## config.mk

```make
export PLATFORM = sky130hd
export DESIGN_NAME = interval_counter
export DESIGN_NICKNAME = d
export VERILOG_FILES = /design/src/rtl/ictr_pkg.sv /design/src/rtl/interval_counter_dp.sv /design/src/rtl/interval_counter_ctrl.sv /design/src/rtl/interval_counter.sv
export SDC_FILE = /design/constraint.sdc
export NUM_CORES = 1
export LEC_CHECK = 0
export BUFFER_PORTS_ARGS = -buffer_cell sky130_fd_sc_hd__buf_4
export CORE_UTILIZATION = 53
export DETAILED_ROUTE_END_ITERATION = 8
export PLACE_DENSITY = 0.77
export SKIP_CTS_REPAIR_TIMING = 1
export SYNTH_ARGS = -nofsm -noshare
export SYNTH_HDL_FRONTEND = slang
export SYNTH_SLANG_ARGS = --single-unit
```

## constraint.sdc

```tcl
create_clock -name clk -period 5.4 [get_ports clk]
set_input_delay 1.08 -clock clk [delete_from_list [all_inputs] [get_ports clk]]
set_output_delay 1.08 -clock clk [all_outputs]
set_load 0.02 [all_outputs]
```

## src/rtl/ictr_pkg.sv

```systemverilog
package ictr_pkg;

  typedef enum logic [2:0] {
    M_TERM_INT  = 3'd0,
    M_ONESHOT   = 3'd1,
    M_RATE      = 3'd2,
    M_SQUARE    = 3'd3,
    M_SW_STROBE = 3'd4,
    M_HW_STROBE = 3'd5
  } cmode_e;

  // Strobes from control to datapath; at most one is set per cycle.
  typedef struct packed {
    logic loadInit;
    logic loadLow;
    logic step1;
    logic step2;
  } dpCmd_t;

  // Status from datapath to control.
  typedef struct packed {
    logic cntIsOne;
    logic cntIsTwo;
    logic cntOdd;
    logic initIsOne;
  } dpFlag_t;

endpackage

```

## src/rtl/interval_counter_dp.sv

```systemverilog
module interval_counter_dp
  import ictr_pkg::*;
#(
  parameter int WIDTH = 16
) (
  input  logic             clk,
  input  logic             rst_n,
  input  logic             loadStb,
  input  logic [WIDTH-1:0] loadVal,
  input  logic             bcdSel,
  input  dpCmd_t           cmd,
  output dpFlag_t          flags,
  output logic [WIDTH-1:0] countVal
);

  localparam int NDIG = WIDTH / 4;

  logic [WIDTH-1:0] initQ;
  logic [WIDTH-1:0] cntQ;
  logic             bcdQ;
  logic [1:0]       amt;
  logic [WIDTH-1:0] decBin;
  logic [WIDTH-1:0] decBcd;
  logic [WIDTH-1:0] decVal;
  logic [WIDTH-1:0] lowVal;
  logic [NDIG:1]    bcdBorrow;

  assign amt    = cmd.step2 ? 2'd2 : 2'd1;
  assign decBin = cntQ - WIDTH'(amt);

  // Decimal subtract chain, one stage per digit.
  for (genvar g = 0; g < NDIG; g++) begin : g_dig
    logic [3:0] digIn;
    logic [3:0] subIn;
    logic [4:0] diff;
    assign digIn = cntQ[4*g +: 4];
    if (g == 0) begin : g_lsd
      assign subIn = {2'b00, amt};
    end else begin : g_upper
      assign subIn = {3'b000, bcdBorrow[g]};
    end
    assign bcdBorrow[g+1] = (digIn < subIn);
    assign diff = bcdBorrow[g+1] ? ({1'b0, digIn} + 5'd10 - {1'b0, subIn})
                                 : ({1'b0, digIn} - {1'b0, subIn});
    assign decBcd[4*g +: 4] = diff[3:0];
  end

  assign decVal = bcdQ ? decBcd : decBin;
  // An odd count minus one is the same bit pattern in either radix.
  assign lowVal = {initQ[WIDTH-1:1], 1'b0};

  always_ff @(posedge clk) begin
    if (!rst_n) begin
      initQ <= '0;
      bcdQ  <= 1'b0;
      cntQ  <= '0;
    end else begin
      if (loadStb) begin
        initQ <= loadVal;
        bcdQ  <= bcdSel;
      end
      if (cmd.loadInit)                cntQ <= initQ;
      else if (cmd.loadLow)            cntQ <= lowVal;
      else if (cmd.step1 || cmd.step2) cntQ <= decVal;
    end
  end

  assign flags.cntIsOne  = (cntQ == WIDTH'(1));
  assign flags.cntIsTwo  = (cntQ == WIDTH'(2));
  assign flags.cntOdd    = cntQ[0];
  assign flags.initIsOne = (initQ == WIDTH'(1));
  assign countVal        = cntQ;

  AST_ONE_ACTION: assert property (@(posedge clk) disable iff (!rst_n)
    $onehot0({cmd.loadInit, cmd.loadLow, cmd.step1, cmd.step2}));
  AST_BIN_WRAP: assert property (@(posedge clk) disable iff (!rst_n)
    cmd.step1 && !bcdQ && (cntQ == '0) |=> (cntQ == '1));
  AST_BCD_WRAP: assert property (@(posedge clk) disable iff (!rst_n)
    cmd.step1 && bcdQ && bcdBorrow[NDIG] |=> (cntQ == {NDIG{4'h9}}));
  AST_STEP2_EVEN: assert property (@(posedge clk) disable iff (!rst_n)
    cmd.step2 |-> !cntQ[0]);

endmodule

```

## src/rtl/interval_counter_ctrl.sv

```systemverilog
module interval_counter_ctrl
  import ictr_pkg::*;
(
  input  logic       clk,
  input  logic       rst_n,
  input  logic       loadStb,
  input  logic [2:0] modeIn,
  input  logic       cntEn,
  input  logic       gate,
  input  dpFlag_t    flags,
  output dpCmd_t     cmd,
  output logic       outLine
);

  cmode_e modeQ;
  logic   loadPend, armed, running, fired, phaseHigh, outQ;
  logic   gatePrev, risePend;
  logic   isM15, isM23, tick, trig, startLoad, trigStart, counting, hiTerm;
  logic [2:0] modeMapped;

  // Codes 6 and 7 alias the two periodic modes.
  assign modeMapped = (modeIn[2:1] == 2'b11) ? {1'b0, modeIn[1:0]} : modeIn;

  always_comb begin
    isM15     = (modeQ == M_ONESHOT) || (modeQ == M_HW_STROBE);
    isM23     = (modeQ == M_RATE) || (modeQ == M_SQUARE);
    tick      = cntEn && !loadStb;
    trig      = risePend || (gate && !gatePrev);
    startLoad = tick && loadPend;
    trigStart = tick && !loadPend && trig &&
                ((isM15 && armed) || (isM23 && running));
    counting  = tick && !loadPend && !trigStart && running && (gate || isM15);
    hiTerm    = flags.cntIsOne || flags.cntIsTwo;
    cmd       = '0;
    if (startLoad || trigStart) begin
      cmd.loadInit = 1'b1;
    end else if (counting) begin
      case (modeQ)
        M_RATE: begin
          if (flags.cntIsOne) cmd.loadInit = 1'b1;
          else                cmd.step1    = 1'b1;
        end
        M_SQUARE: begin
          if (phaseHigh) begin
            if (hiTerm) begin
              if (flags.initIsOne) cmd.loadInit = 1'b1;
              else                 cmd.loadLow  = 1'b1;
            end else if (flags.cntOdd) begin
              cmd.step1 = 1'b1;
            end else begin
              cmd.step2 = 1'b1;
            end
          end else begin
            if (flags.cntIsTwo) cmd.loadInit = 1'b1;
            else                cmd.step2    = 1'b1;
          end
        end
        default: cmd.step1 = 1'b1;
      endcase
    end
  end

  always_ff @(posedge clk) begin
    if (!rst_n) begin
      modeQ     <= M_TERM_INT;
      loadPend  <= 1'b0;
      armed     <= 1'b0;
      running   <= 1'b0;
      fired     <= 1'b0;
      phaseHigh <= 1'b0;
      outQ      <= 1'b0;
      gatePrev  <= 1'b0;
      risePend  <= 1'b0;
    end else begin
      gatePrev <= gate;
      if (loadStb) begin
        modeQ    <= cmode_e'(modeMapped);
        loadPend <= !((modeMapped == 3'd1) || (modeMapped == 3'd5));
        armed    <= 1'b1;
        running  <= 1'b0;
        risePend <= 1'b0;
        outQ     <= (modeMapped == 3'd1) || (modeMapped == 3'd3);
      end else if (cntEn) begin
        risePend <= 1'b0;
        if (startLoad) begin
          loadPend  <= 1'b0;
          running   <= 1'b1;
          fired     <= 1'b0;
          phaseHigh <= 1'b1;
        end else if (trigStart) begin
          running   <= 1'b1;
          fired     <= 1'b0;
          phaseHigh <= 1'b1;
          outQ      <= (modeQ == M_SQUARE);
        end else if (counting) begin
          case (modeQ)
            M_TERM_INT, M_ONESHOT: begin
              if (!fired && flags.cntIsOne) begin
                fired <= 1'b1;
                outQ  <= 1'b1;
              end
            end
            M_SW_STROBE, M_HW_STROBE: begin
              if (!fired && flags.cntIsOne) begin
                fired <= 1'b1;
                outQ  <= 1'b1;
              end else begin
                outQ <= 1'b0;
              end
            end
            M_RATE: outQ <= flags.cntIsOne;
            M_SQUARE: begin
              if (phaseHigh) begin
                if (hiTerm && !flags.initIsOne) begin
                  phaseHigh <= 1'b0;
                  outQ      <= 1'b0;
                end
              end else if (flags.cntIsTwo) begin
                phaseHigh <= 1'b1;
                outQ      <= 1'b1;
              end
            end
            default: ;
          endcase
        end
      end else if (gate && !gatePrev) begin
        risePend <= 1'b1;
      end
    end
  end

  assign outLine = outQ;

  AST_ONESHOT_IDLE_HIGH: assert property (@(posedge clk) disable iff (!rst_n)
    loadStb && (modeIn == 3'd1) |=> outLine);
  AST_TERMINT_IDLE_LOW: assert property (@(posedge clk) disable iff (!rst_n)
    loadStb && (modeIn == 3'd0) |=> !outLine);
  AST_TERMINT_STICKY: assert property (@(posedge clk) disable iff (!rst_n)
    (modeQ == M_TERM_INT) && outQ && !loadStb |=> outQ);
  AST_GATE_HOLD: assert property (@(posedge clk) disable iff (!rst_n)
    tick && !gate && ((modeQ == M_TERM_INT) || (modeQ == M_SW_STROBE))
    |=> $stable(outQ));

endmodule

```

## src/rtl/interval_counter.sv

```systemverilog
module interval_counter
  import ictr_pkg::*;
#(
  parameter int WIDTH = 16
) (
  input  logic             clk,
  input  logic             rst_n,
  input  logic             cntEn,
  input  logic             gate,
  input  logic             loadStb,
  input  logic [WIDTH-1:0] loadVal,
  input  logic [2:0]       modeSel,
  input  logic             bcdSel,
  output logic             outLine,
  output logic [WIDTH-1:0] countVal
);

  dpCmd_t  cmd;
  dpFlag_t flags;

  interval_counter_ctrl i_ctrl (
    .clk     (clk),
    .rst_n   (rst_n),
    .loadStb (loadStb),
    .modeIn  (modeSel),
    .cntEn   (cntEn),
    .gate    (gate),
    .flags   (flags),
    .cmd     (cmd),
    .outLine (outLine)
  );

  interval_counter_dp #(.WIDTH(WIDTH)) i_dp (
    .clk      (clk),
    .rst_n    (rst_n),
    .loadStb  (loadStb),
    .loadVal  (loadVal),
    .bcdSel   (bcdSel),
    .cmd      (cmd),
    .flags    (flags),
    .countVal (countVal)
  );

endmodule

```

* After elaboration in Yosys (flattened, before gate mapping)
Cells that the tools add are included.
** Word-level totals
- Flip-flop bits (word level) :: 44
- Input bits :: 25
- Output and inout port bits :: 17
- Logic and storage cells :: 154
** Operators by class
- Add/sub/neg operators :: 13
- Order comparisons :: 4
- Equality and inequality tests :: 16
- Mux-type cells :: 56
- Bitwise operators :: 2
- Reduce and logical (&&, ||, !) cells :: 51
** Operators with widths (count)
- 16-bit two-way mux :: 4
- 1-bit two-way mux :: 38
- 16-bit by 1-bit equality test with 1-bit output, second input constant :: 2
- 4-bit by 1-bit subtractor with 4-bit output :: 6
- 4-bit two-way mux :: 5
- 3-bit nonzero test :: 6
- 4-bit adder, second input constant :: 4
- 16-bit by 2-bit equality test with 1-bit output, second input constant :: 1
- 16-bit by 2-bit subtractor with 16-bit output :: 1
- 1-bit logical AND :: 13
- 4-bit by 1-bit < comparator with 1-bit output :: 3
- 1-bit logical OR :: 10
- 3-bit by 2-bit equality test with 1-bit output, second input constant :: 3
- 3-bit equality test, second input constant :: 3
- 2-bit two-way mux :: 4
- 4-bit by 2-bit subtractor with 4-bit output :: 2
- 1-bit zero test :: 7
- 7-bit AND reduction :: 1
- 3-bit by 1-bit equality test with 1-bit output, second input constant :: 2
- 3-bit two-way mux :: 2
- 2-bit nonzero test :: 3
- 6-bit nonzero test :: 1
- 2-bit OR reduction :: 3
- 5-bit by 2-bit inequality test with 1-bit output, second input constant :: 1
- other kinds (14) :: 17

* Logic depth before layout (Yosys ltp)
- Depth in word-level cells :: 21
- Mapped depth :: 29
- Mapped depth without buffers :: 29

* Modules after synthesis
A second synthesis with hierarchy kept.
** Unflattened totals
- Cells, all modules :: 382
- Area, all modules :: 3190.6 sq um
** By module, submodules not included
- interval_counter_dp :: instances 1, cells an instance 294, area each 2459.9 sq um, seq. area each 660.6 sq um
- interval_counter_ctrl :: instances 1, cells an instance 88, area each 730.7 sq um, seq. area each 220.2 sq um

* Worst setup path after synthesis
OpenSTA, ideal clock, no wires.
- Path type :: input port to flip-flop
- Start :: in loadStb
- End :: reg i_dp.cntQ[15], in the netlist i_dp.countVal[15]
- Setup time :: 0.122 ns
- Arrival time :: 5.448 ns
- Data required time :: 5.278 ns
- Slack :: -0.170 ns
- Stages on the path :: 24
- Path buffers :: 0
- Cell sequence :: and4bb_1 -> and3_2 -> or2b_2 -> nor2_1 -> nand2_1 -> ha_1 -> fa_1 -> nor2b_1 -> nor2_1 -> ha_1 -> ha_1 -> inv_1 -> a21boi_1 -> ha_1 -> ha_1 -> o21ai_1 -> inv_1 -> ha_1 -> ha_1 -> o21ai_0 -> o211ai_1 -> o31a_1 -> o21ai_0 -> o22ai_1
** On the way
- Longest elaborated chain between the ends :: 21
- Elaborated cells on any way between the ends :: 29
- Classes of those cells :: add/sub (3); order compare (4); mux (9); reduce/logical (13)
** Ends and longest elaborated chain
- start: declaration :: line interval_counter.sv:10 : input logic loadStb,
- 1-bit zero test * :: line interval_counter_ctrl.sv:27 : tick = cntEn && !loadStb;
- 1-bit logical AND * :: line interval_counter_ctrl.sv:27
- 1-bit logical AND :: line interval_counter_ctrl.sv:30, interval_counter_ctrl.sv:32
- 1-bit logical AND (2 in series) :: line interval_counter_ctrl.sv:30 : trigStart = tick && !loadPend && trig &&
- 1-bit zero test :: line interval_counter_ctrl.sv:32 : counting = tick && !loadPend && !trigStart && running && (gate || isM15);
- 1-bit logical AND (3 in series) :: line interval_counter_ctrl.sv:32
- 4-bit two-way mux :: line interval_counter_ctrl.sv:37 : end else if (counting) begin
- 3-bit two-way mux :: line interval_counter_ctrl.sv:35 : if (startLoad || trigStart) begin
- 2-bit two-way mux :: line interval_counter_dp.sv:28 : assign amt = cmd.step2 ? 2'd2 : 2'd1;
- 4-bit by 2-bit < comparator with 1-bit output :: line interval_counter_dp.sv:42 : assign bcdBorrow[g+1] = (digIn < subIn);
- 4-bit by 1-bit < comparator with 1-bit output (2 in series) :: line interval_counter_dp.sv:42
- 4-bit by 1-bit subtractor with 4-bit output, or another cell as far along :: line interval_counter_dp.sv:44 : : ({1'b0, digIn} - {1'b0, subIn});
- 4-bit two-way mux :: line interval_counter_dp.sv:43 : assign diff = bcdBorrow[g+1] ? ({1'b0, digIn} + 5'd10 - {1'b0, subIn})
- 16-bit two-way mux :: line interval_counter_dp.sv:48 : assign decVal = bcdQ ? decBcd : decBin;
- 16-bit two-way mux :: line interval_counter_dp.sv:64 : else if (cmd.step1 || cmd.step2) cntQ <= decVal;
- 16-bit two-way mux :: line interval_counter_dp.sv:63 : else if (cmd.loadLow) cntQ <= lowVal;
- 16-bit two-way mux :: line interval_counter_dp.sv:62 : if (cmd.loadInit) cntQ <= initQ;
- end signal: assignment :: line interval_counter_dp.sv:62
- end signal: assignment :: line interval_counter_dp.sv:63
- end signal: assignment :: line interval_counter_dp.sv:64
- end: declaration :: line interval_counter_dp.sv:19 : logic [WIDTH-1:0] cntQ;
Every way passes the cells marked *; elsewhere a longest branch is shown, timed or not. The select of a mux whose other input is x is not followed.
A chain may end at the register's enable or synchronous reset.

* Worst setup path after layout
Same ends and word-level chain as after synthesis.

==> out/qor.txt <==
Status: completed
Most frequent cells in the layout: buf_4 (56), dfxtp_1 (44), inv_1 (39), nor2_1 (39), nand2_1 (34)
Final wirelength: 8313 um
Die H: 81.31 um
First-pass GRT wire length: 13600 um
Worst-case clock buffer depth: 2
Pint: 0.0006054 W
Post-synth cell types: 70
Via/cell ratio: 5.987
Cell taking the most area after synthesis: dfxtp_1
Crit Path Max Fanout: 3
Initial antenna violation count: 0
Clock sinks: 44
Worst path max stage delay: 0.38 ns
CP delay by family, top: adder cells
Residual DRC: 0
CP Capture Type: flip-flop
Switching power: 0.0002823 W
Die area: 6611 um^2
Drt pass-1 iters: 5
Post-layout min period: 5.103 ns
Power per cell area: 227.2 nW/um^2
I/O pins: 42
Max Cap Viol: 0
Crit path buffers/inverters: 5
Pin count of the biggest net entering global routing: 33
Fmax: 196.0 MHz
Final setup viols: 0
Port buffer count: 41
Worst Skew: 0.008466 ns
Yosys reg bits: 44
Vias: 3191
Final Max Tran Viols: 0
Drt wl/cell: 15.60 um
Worst setup SP type: input port
Final period utilization: 0.9449
Clock Latency Late Sink: 0.30 ns
RSZ-0062 raised after global routing: false
GRT Resource Usage Total: 0.2650
Area growth from synthesis to layout: 17.23%
Gate count of the mapped netlist: 411
Switching share of power: 0.3180
Share of the synthesized area in the top cell type: 0.2643
Critical path class: input port to flip-flop
Ys Warns: 0
Synthesized area per cell: 8.110 um^2
Die X: 81.31 um
Site row count: 28
Comb pwr share: 0.300
Final core occ: 0.6523
Worst-Margin Slew: 1.013 ns
Top cells by area, synth: dfxtp_1 (26%), ha_1 (11%), mux2i_1 (6.6%), nor2_1 (4.5%), inv_1 (4.4%)
CTS tree: yes
Dominant synthesized flop cell: dfxtp_1
Root Buffer: clkbuf_8
Diodes inserted: 0
Synthesized Nets: 468
FILL cells: 516
Non-filler cells, final: 533
Total Neg Setup Slack: 0 ns
Clk pwr share: 0.297
Synth async-reset ratio: 0
Fin nets: 514
H-tree depth: 2
GPL Wtd Cong: 0.8621
Cells after DPL: 524
Final Hold Viols: 0
Congestion Overflow GR: 0
Final antenna-violating net count: 0
Sequential fraction of the synthesis area: 0.2643
Vias in the first global route: 2884
Worst min path class: flip-flop to flip-flop
Mapped Area: 3333 um^2
First DRT Iteration DRCs: 205
Initial core utilization: 0.5564
Max IR drop VDD: 0.1907 mV
Clock-pin slew of the registers on the worst-case setup and hold paths: 0.09 ns
Ratio of cells with drive above 1 in the final layout: 0.2031
Commonest non-fill, non-tap cell in the layout: buf_4
Slew headroom: 0.3241
Req. time, crit path: 5.63 ns
Sequential share of power: 0.403
WHS: 0.4742 ns
Leakage power: 1.706 nW
Core area: 5991 um^2
TritonCTS buffer count: 5
Post-synth EDFFs: 0
Slowest-stage cell, CP: fa_2
CP arrival: 5.33 ns
DPL Wire Length: 6164 um
## registers in the layout, summed over array words and instances, names as in the netlist
name              cells
i_ctrl.armed          1
i_ctrl.loadPend       1
i_dp.bcdQ             1
i_dp.countVal        16
i_ctrl.phaseHigh      1
i_ctrl.outLine        1
i_ctrl.modeQ          3
i_dp.initQ           16
i_ctrl.fired          1
i_ctrl.risePend       1
i_ctrl.gatePrev       1
i_ctrl.running        1
## cell families (layout without fill, tap and decap cells)
kind of cell,after synthesis,count (layout),share of synthesized area
adder cells (fa/ha/maj),32,32,0.1246
AO/OA/AOI/OAI,103,103,0.2200
XOR/XNOR,12,12,0.03153
buffers and inverters,56,103,0.06982
AND/OR/NAND/NOR,142,142,0.2237
multiplexers,22,22,0.06607
flip-flops,44,44,0.2643
## metal layers
layer	wire [um]	vias to the layer above	track usage
met2	3967	119	0.4358
li1	-	1546	-
met1	3777	1512	0.3601
met5	0	-	0
met4	129	0	0.06607
met3	439	14	0.03820
## per-stage QoR
| stage | setup WS (ns) | total power (W) | area (um^2) |
|---|---|---|---|
| 4_1_cts | 0.1267 | 0.0008841 | 3882 |
| 6_report | 0.2974 | 0.0008877 | 3908 |
| 3_5_place_dp | -0.1803 | 0.0006231 | 3767 |
| 5_1_grt | 0.02562 | 0.0009343 | 3908 |
| 3_3_place_gp | -0.003646 | 0.0006166 | 3767 |
| 2_1_floorplan | 0.01990 | 0.0005407 | 3347 |
## cells in the mapped netlist (2+ instances only)
cell,instances
a211oi_1,2
a211oi_2,2
a21o_1,3
a21oi_1,13
a21oi_2,2
a22o_1,2
a22oi_1,2
a31oi_1,9
and2_1,3
and3_1,4
and4bb_1,2
buf_1,4
buf_2,3
buf_6,2
clkbuf_1,7
dfxtp_1,44
fa_1,2
ha_1,30
inv_1,39
mux2i_1,22
nand2_1,34
nand2b_1,7
nand3_1,9
nand3b_1,3
nand4_1,4
nor2_1,40
nor2b_1,10
nor3_1,5
nor4_1,3
o211ai_1,8
o21ai_0,24
o21ai_1,12
o22ai_1,2
o31ai_1,3
or2_2,2
or4_1,4
xnor2_1,10
xor2_1,2
## final cells by class
type,count,area (um^2),area share
Tap cell,75,93.84,0.02402
Multi-Input combinational cell,311,2251,0.5760
Inverter,39,146.4,0.03746
Timing Repair Buffer,56,420.4,0.1076
Sequential cell,44,880.8,0.2254
Clock inverter,3,46.29,0.01185
Clock buffer,5,68.82,0.01761
## worst reg2reg max path: cells and delay by family, from the launching register on
family	cells	cell delay, ns
AOI/OAI and AO/OA	6	0.83
xor gates and xnor gates	1	0.14
adders and majority gates	10	2.14
buffers and inverters	5	0.37
DFF	1	0.50
and+or+nand+nor	6	0.90
## power by group through the flow
stage | Clock (W) | Sequential, W | Combinational [W]
floorplan | 0 | 0.000365 | 0.000176
global placement | 0 | 0.000364 | 0.000253
detailed placement | 0 | 0.000364 | 0.000259
CTS | 0.000267 | 0.000357 | 0.000260
global route | 0.000280 | 0.000360 | 0.000295
finish | 0.000264 | 0.000357 | 0.000266
## path summary, 6_finish.rpt
path | slack [ns] | end | cells past startpoint | start
worst max-delay path | 0.30 | i_dp.countVal[15] | 28 | loadStb
worst min-delay path | 0.47 | i_dp.countVal[10] | 2 | i_dp.initQ[10]
worst max register to register | 0.46 | i_dp.countVal[15] | 28 | i_dp.countVal[10]
worst min register to register | 0.47 | i_dp.countVal[10] | 2 | i_dp.initQ[10]
(Power assumes the default switching activity.)
